==> config.mk <==
export PLATFORM = sky130hd
export DESIGN_NAME = tile_cfg_unit
export DESIGN_NICKNAME = d
export VERILOG_FILES = /design/src/rtl/tile_cfg_unit.sv
export SDC_FILE = /design/constraint.sdc
export NUM_CORES = 1
export LEC_CHECK = 0
export BUFFER_PORTS_ARGS = -buffer_cell sky130_fd_sc_hd__buf_2
export CORE_UTILIZATION = 52
export DETAILED_ROUTE_END_ITERATION = 6
export PLACE_DENSITY_LB_ADDON = 0.12
export SLEW_MARGIN = 20
export SYNTH_ARGS = -nofsm -noshare
export SYNTH_HDL_FRONTEND = slang
export SYNTH_SLANG_ARGS = --single-unit
==> constraint.sdc <==
create_clock -name clk -period 7 [get_ports clk]
set_input_delay 0.35 -clock clk [delete_from_list [all_inputs] [get_ports clk]]
set_output_delay 0.35 -clock clk [all_outputs]
set_load 0.02 [all_outputs]
==> src/rtl/tile_cfg_unit.sv <==
module tile_cfg_unit #(
  parameter int MAX_COLSB = 64,
  parameter int MAX_ROWS  = 16,
  localparam int NT       = 8
) (
  input  logic             clk,
  input  logic             rst_n,
  input  logic             wr_valid,
  input  logic [7:0]       wr_byte,
  input  logic             release_req,
  input  logic             rd_start,
  output logic             rd_valid,
  output logic [7:0]       rd_byte,
  output logic             load_done,
  output logic             load_fault,
  output logic             zero_req,
  output logic             cfg_active,
  output logic [7:0]       cfg_start_row,
  output logic [NT-1:0]    tile_valid,
  output logic [NT*8-1:0]  tile_rows,
  output logic [NT*16-1:0] tile_colsb
);
  localparam int IMG_BYTES = 64;
  localparam int IW = $clog2(IMG_BYTES);
  localparam logic [IW-1:0] LAST_IDX = IW'(IMG_BYTES - 1);
  localparam logic [15:0] COLSB_LIM = 16'(MAX_COLSB);
  localparam logic [7:0]  ROWS_LIM  = 8'(MAX_ROWS);

  logic [IW-1:0] wr_idx;
  logic          bad_acc;
  logic [7:0]    st_pal, st_srow;
  logic [15:0]   st_colsb [NT];
  logic [7:0]    st_rows  [NT];

  logic          c_active;
  logic [7:0]    c_srow;
  logic [15:0]   c_colsb [NT];
  logic [7:0]    c_rows  [NT];

  logic          rd_active;
  logic [IW-1:0] rd_idx;

  logic wr_res, wr_colsb, wr_rows, last_byte, limit_bad, img_bad;
  logic finish, commit_cfg, go_init;

  assign wr_res = (wr_idx >= IW'(2)  && wr_idx < IW'(16)) ||
                  (wr_idx >= IW'(32) && wr_idx < IW'(48)) ||
                  (wr_idx >= IW'(56));
  assign wr_colsb  = wr_idx >= IW'(16) && wr_idx < IW'(32);
  assign wr_rows   = wr_idx >= IW'(48) && wr_idx < IW'(56);
  assign last_byte = wr_idx == LAST_IDX;

  always_comb begin
    limit_bad = 1'b0;
    for (int t = 0; t < NT; t++)
      if (st_colsb[t] > COLSB_LIM || st_rows[t] > ROWS_LIM) limit_bad = 1'b1;
  end

  assign img_bad    = bad_acc || (wr_byte != 8'd0) || (st_pal > 8'd1) ||
                      (st_pal == 8'd1 && limit_bad);
  assign finish     = wr_valid && last_byte && !release_req;
  assign commit_cfg = finish && !img_bad && st_pal == 8'd1;
  assign go_init    = release_req || (finish && !img_bad && st_pal == 8'd0);

  always_ff @(posedge clk) begin
    if (!rst_n) begin
      wr_idx  <= '0;
      bad_acc <= 1'b0;
      st_pal  <= '0;
      st_srow <= '0;
      for (int t = 0; t < NT; t++) begin
        st_colsb[t] <= '0;
        st_rows[t]  <= '0;
      end
    end else if (release_req) begin
      wr_idx  <= '0;
      bad_acc <= 1'b0;
    end else if (wr_valid) begin
      wr_idx  <= wr_idx + IW'(1);
      bad_acc <= last_byte ? 1'b0 : (bad_acc || (wr_res && wr_byte != 8'd0));
      if (wr_idx == IW'(0)) st_pal  <= wr_byte;
      if (wr_idx == IW'(1)) st_srow <= wr_byte;
      if (wr_colsb) begin
        if (wr_idx[0]) st_colsb[wr_idx[3:1]][15:8] <= wr_byte;
        else           st_colsb[wr_idx[3:1]][7:0]  <= wr_byte;
      end
      if (wr_rows) st_rows[wr_idx[2:0]] <= wr_byte;
    end
  end

  always_ff @(posedge clk) begin
    if (!rst_n || go_init) begin
      c_active <= 1'b0;
      c_srow   <= '0;
      for (int t = 0; t < NT; t++) begin
        c_colsb[t] <= '0;
        c_rows[t]  <= '0;
      end
    end else if (commit_cfg) begin
      c_active <= 1'b1;
      c_srow   <= st_srow;
      for (int t = 0; t < NT; t++) begin
        c_colsb[t] <= st_colsb[t];
        c_rows[t]  <= st_rows[t];
      end
    end
  end

  always_ff @(posedge clk) begin
    if (!rst_n) begin
      load_done  <= 1'b0;
      load_fault <= 1'b0;
      zero_req   <= 1'b0;
    end else begin
      load_done  <= finish && !img_bad;
      load_fault <= finish && img_bad;
      zero_req   <= go_init;
    end
  end

  always_ff @(posedge clk) begin
    if (!rst_n) begin
      rd_active <= 1'b0;
      rd_idx    <= '0;
    end else if (!rd_active) begin
      rd_active <= rd_start;
      rd_idx    <= '0;
    end else begin
      rd_idx <= rd_idx + IW'(1);
      if (rd_idx == LAST_IDX) rd_active <= 1'b0;
    end
  end

  always_comb begin
    rd_byte = 8'd0;
    if (rd_active) begin
      if (rd_idx == IW'(0))
        rd_byte = {7'd0, c_active};
      else if (rd_idx == IW'(1))
        rd_byte = c_srow;
      else if (rd_idx >= IW'(16) && rd_idx < IW'(32))
        rd_byte = rd_idx[0] ? c_colsb[rd_idx[3:1]][15:8] : c_colsb[rd_idx[3:1]][7:0];
      else if (rd_idx >= IW'(48) && rd_idx < IW'(56))
        rd_byte = c_rows[rd_idx[2:0]];
    end
  end

  assign rd_valid      = rd_active;
  assign cfg_active    = c_active;
  assign cfg_start_row = c_srow;

  for (genvar t = 0; t < NT; t++) begin : g_tile
    assign tile_rows[8*t +: 8]   = c_rows[t];
    assign tile_colsb[16*t +: 16] = c_colsb[t];
    assign tile_valid[t] = c_active && c_rows[t] != 8'd0 && c_colsb[t] != 16'd0;
  end
endmodule

Word-level counts from Yosys, hierarchy flattened
Memory sizes are Yosys's and may differ from the RTL's. A register that Yosys moved wholly into a read port is not among the register bits.
Cells that the tools add are included.
{"block": "classes", "n_addsub": 2, "mul": 0, "div_mod_pow": 0, "order_cmp": 30, "eq_ne": 5, "shift": 0, "n_mux": 64, "n_bitwise": 18, "reduce_logical": 75}
{"op": "$mux 16", "n": 9}
{"op": "$gt 16x7->1 const B", "n": 8}
{"op": "$reduce_bool 16->1", "n": 8}
{"op": "$mux 8", "n": 15}
{"op": "$reduce_bool 8->1", "n": 9}
{"op": "$gt 8x5->1 const B", "n": 8}
{"op": "$mux 1", "n": 35}
{"op": "$logic_and 1x1->1", "n": 30}
{"op": "$lt 6x6->1 const B", "n": 5}
{"op": "$ge 6x6->1 const B", "n": 4}
{"op": "$logic_or 1x1->1", "n": 16}
{"op": "$or 1x1->1", "n": 16}
{"op": "$reduce_or 16->1", "n": 1}
{"op": "$add 6x1->6 const B", "n": 2}
{"op": "$eq 6x1->1 const B", "n": 2}
{"op": "$eq 6x6->1 const B", "n": 2}
{"op": "$ge 6x5->1 const B", "n": 2}
{"op": "$logic_not 6->1", "n": 2}
{"op": "$mux 3", "n": 4}
{"op": "$eq 8x1->1 const B", "n": 1}
{"op": "$gt 8x1->1 const B", "n": 1}
{"op": "$logic_not 8->1", "n": 1}
{"op": "$reduce_or 8->1", "n": 1}
{"op": "$ge 6x2->1 const B", "n": 1}
{"op": "other kinds (7)", "n": 11}
{"block": "word_totals", "ff_bits": 42, "latchBits": 0, "mem_bits_rw": 384, "rom_bits": 0, "n_memories": 4}
{"memory": "c_colsb", "depth": 8, "width": 16, "read_ports": 9, "rd_clocked_by_memory_dff": 1, "wr": 8, "line_no": "37", "source": "logic [15:0] c_colsb [NT];"}
{"memory": "st_colsb", "depth": 8, "width": 16, "read_ports": 8, "rd_clocked_by_memory_dff": 0, "wr": 8, "line_no": "32", "source": "logic [15:0] st_colsb [NT];"}
{"memory": "c_rows", "depth": 8, "width": 8, "read_ports": 9, "rd_clocked_by_memory_dff": 1, "wr": 8, "line_no": "38", "source": "logic [7:0] c_rows [NT];"}
{"memory": "st_rows", "depth": 8, "width": 8, "read_ports": 8, "rd_clocked_by_memory_dff": 0, "wr": 8, "line_no": "33", "source": "logic [7:0] st_rows [NT];"}

Logic depth before layout (Yosys ltp)
An unclocked memory read counts as a cell.
{"block": "logic_depth", "depth_word": 21, "depth_mapped": 10, "ltp_nobuf": 7}

Worst setup path before layout
No wires, ideal clock.
{"block": "synth_path", "kind": "flip-flop to flip-flop", "start": "mem st_rows[6][0]", "end": "mem c_colsb[0][0], enable pin", "t_arrival_ps": 6746, "required_ps": 6413, "slack_ps": -332, "path_stages_with_launch": 7, "n_path_buf": 0, "synth_period_minus_slack_ps": 7332, "cell_sequence": "edfxtp_1 o41ai_1 nand3_1 or4_1 or3_4 nor3_2 nand2b_1"}
{"element": "start, declared", "line_no": "33"}
{"element": "end, declared", "line_no": "37"}

==> impl_metrics.env <==
export IMPL_status="finished clean"
export IMPL_drc=0
export IMPL_io_pins=234
export IMPL_ant_nets=0
export IMPL_async_flop_share_pct=0
export IMPL_synth_seq_cells=426
export IMPL_nNetsFinal=1552
export IMPL_crit_cells=7
export IMPL_die_area_sq_mm=0.0357
export IMPL_syn_cell_area_sq_mm=0.0182
export IMPL_port_buffers=233
export IMPL_die_x_um=189
export IMPL_reg2reg_from="st_rows[3][0]"
export IMPL_postSynthAreaPerCell_sq_um=14.8
export IMPL_htree_levels=2
export IMPL_slowest_stage="nor3_2"
export IMPL_crit_buf_inv=1
export IMPL_finClkSkew_ns=0.0153
export IMPL_finalPower_mw=5.69
export IMPL_num_rows=68
export IMPL_clk_latency_ns=0.54
export IMPL_synth_edf_count=384
export IMPL_gr_total_overflow=0
export IMPL_hpwl_um=34600
export IMPL_hold_viol=0
export IMPL_syn_inst=1230
export IMPL_area_delta_synth_final_pct=18.1
export IMPL_met2_usage_pct=40.7
export IMPL_yosysMostFrequentCell="edfxtp_1"
export IMPL_vias=11700
export IMPL_initial_core_util_pct=52.8
export IMPL_grt_usage_pct=27.2
export IMPL_clkSinkCount=426
export IMPL_min_path_type="in2reg"
export IMPL_slew_headroom_pct=26.7
export IMPL_drtIter0Drc=1194
export IMPL_min_period_over_period_pct=63.4
export IMPL_p_leak_nw=8.34
export IMPL_worstPathCellList="o41ai_1 -> nand3_1 -> nor4_1 -> nand4_1 -> nor3_2 -> nand2b_4 -> buf_12"
export IMPL_drive_above_1_share_pct=24.1
export IMPL_holdPathStages=2
export IMPL_synth_ff_type="edfxtp_1"
export IMPL_cts_repair_resized=0
export IMPL_synth_area_leaders="edfxtp_1, and2_1, mux4_2"
export IMPL_dpl_worst_slack_ns=2.54
export IMPL_finalSetupViolations=0
export IMPL_min_period_ns=4.44
export IMPL_grt_max_degree=152
export IMPL_gp_congestion=0.987
export IMPL_path_class="reg2reg"
export IMPL_worstHoldStart="rd_start"
export IMPL_yosysSeqAreaShare_pct=68.0
export IMPL_cts_tree="yes"
export IMPL_clk_pin_slew_ns=0.07
export IMPL_crit_required_ns=7.16
export IMPL_grt_busiest_layer="met2"
export IMPL_rsz0062_at_grt="false"
export IMPL_antenna_found_initial=1
export IMPL_design_core_area_sq_mm=0.0345
export IMPL_postCtsSetupRepairBufs=0
export IMPL_yosysTopAreaCell="edfxtp_1"
export IMPL_n_antenna_cell=0
export IMPL_tns_ns=0
export IMPL_grt_first_pass_wirelength_um=70700
export IMPL_fmax_mhz=225
export IMPL_finalMaxSlewViolations=0
export IMPL_peakVddDrop_v=0.000172
export IMPL_use_met3_pct=5.88
export IMPL_numCtsBuffers=43
export IMPL_avgViaCountPerCell=5.77
export IMPL_place_inst=1941
export IMPL_cp_end_kind="flip-flop"
export IMPL_max_stage_delay_ns=0.67
export IMPL_cellPowerDensity_mw_per_mm2=265
export IMPL_first_pass_iters=6
export IMPL_synth_common_cells="edfxtp_1, and2_1, nor4_1"
export IMPL_arrival_ns=4.60
export IMPL_hold_ws_ns=0.0988
export IMPL_crit_fanout=151
export IMPL_grt_pass1_vias=11100
export IMPL_startpoint_type="flip-flop"
export IMPL_cts_buffer_depth=3
export IMPL_wl_um=48800
export IMPL_yosysUniqueCellTypes=45
export IMPL_crit_family="simple AND/OR/NAND/NOR gates"
export IMPL_final_cells=2020
export IMPL_die_h_um=189
export IMPL_wl_per_cell_um=24.2
export IMPL_tightest_slew_ns=1.09
export IMPL_met1_usage_pct=39.3
export IMPL_root_buffer="clkbuf_16"
export IMPL_r2r_cells=7
export IMPL_synth_top_area_share_pct=63.4
export IMPL_startpoint="st_rows[3][0]"
export IMPL_cap_violations=0
export IMPL_ys_warnings_count=0
export IMPL_hold_buffers=0
export IMPL_fin_ws_ns=2.56
==> area by class of cell <==
class                   instances  area (sq um)
flip-flops and latches        426         12400
well taps                     455           569
fillers                      2615         13000
repair buffers                246          1280
clock inverters                30           233
multi-input cells             808          5830
inverters                       7          26.3
clock buffers                  48          1160
==> state kept, by name, summed over array words and instances, names as in the netlist <==
| register | flops |
|---|---|
| st_pal | 8 |
| rd_idx | 6 |
| c_rows | 64 |
| bad_acc | 1 |
| c_colsb | 128 |
| st_colsb | 128 |
| cfg_start_row | 8 |
| cfg_active | 1 |
| st_rows | 64 |
| rd_valid | 1 |
| load_fault | 1 |
| st_srow | 8 |
| load_done | 1 |
| wr_idx | 6 |
| zero_req | 1 |
==> worst register-to-register path, cell delays in order (launching register included) <==
cell,delay (ns)
edfxtp_1,0.46
o41ai_1,0.57
nand3_1,0.12
nor4_1,0.42
nand4_1,0.38
nor3_2,0.67
nand2b_4,0.64
buf_12,0.63
==> through the flow <==
step / utilization [%] / area (sq um)
finish: 62.3 / 21500
global route: 62.3 / 21500
CTS: 62.3 / 21500
detailed placement: 58.2 / 20100
global placement: 58.2 / 20100
floorplan: - / 18500
==> worst paths after layout <==
check,to,slack [ns]
worst max-delay path,c_colsb[2][9],2.56
worst min-delay path,rd_valid,0.1
worst max register to register,c_colsb[2][9],2.56
worst min register to register,cfg_start_row[3],0.46
==> cells in the final DEF, fill, tap and decap left out, drive strengths merged, types with 7 or more instances in the layout <==
cell type,netlist,layout
edfxtp,384,384
and2,305,305
buf,11,246
nor4,81,81
conb,1,72
mux4,56,56
clkbuf,49,48
dfxtp,42,42
nor2,39,39
nand2,38,38
mux2i,25,25
clkinv,0,23
nor2b,20,20
and3,18,18
nand4,17,17
o21ai,16,16
nand2b,15,15
nor3,15,15
nand3,12,12
a21oi,11,11
inv,7,10
o41ai,8,8
or4,8,8
o2bb2ai,8,8
a211oi,7,7
ha,7,7
==> power by group <==
part | internal [mW] | switching [mW]
registers | 2.90 | 0.119
clock network | 1.31 | 0.953
logic | 0.131 | 0.272
==> metal layers <==
metal	share of wire, %	wire length [um]
met1	43	20800
met2	45	21800
met3	9.2	4470
met4	3.5	1720
met5	0	0
==> cell families after synthesis <==
| kind of cell | synth area share (%) |
|---|---|
| DFF | 68.0 |
| adders and majority gates | 0.482 |
| AOI/OAI and AO/OA | 2.49 |
| muxes | 8.31 |
| buffers and inverters | 1.50 |
| xor gates and xnor gates | 0.385 |
| other | 0.0206 |
| and+or+nand+nor | 18.8 |
No activity file was read; power rests on OpenSTA's default activity.
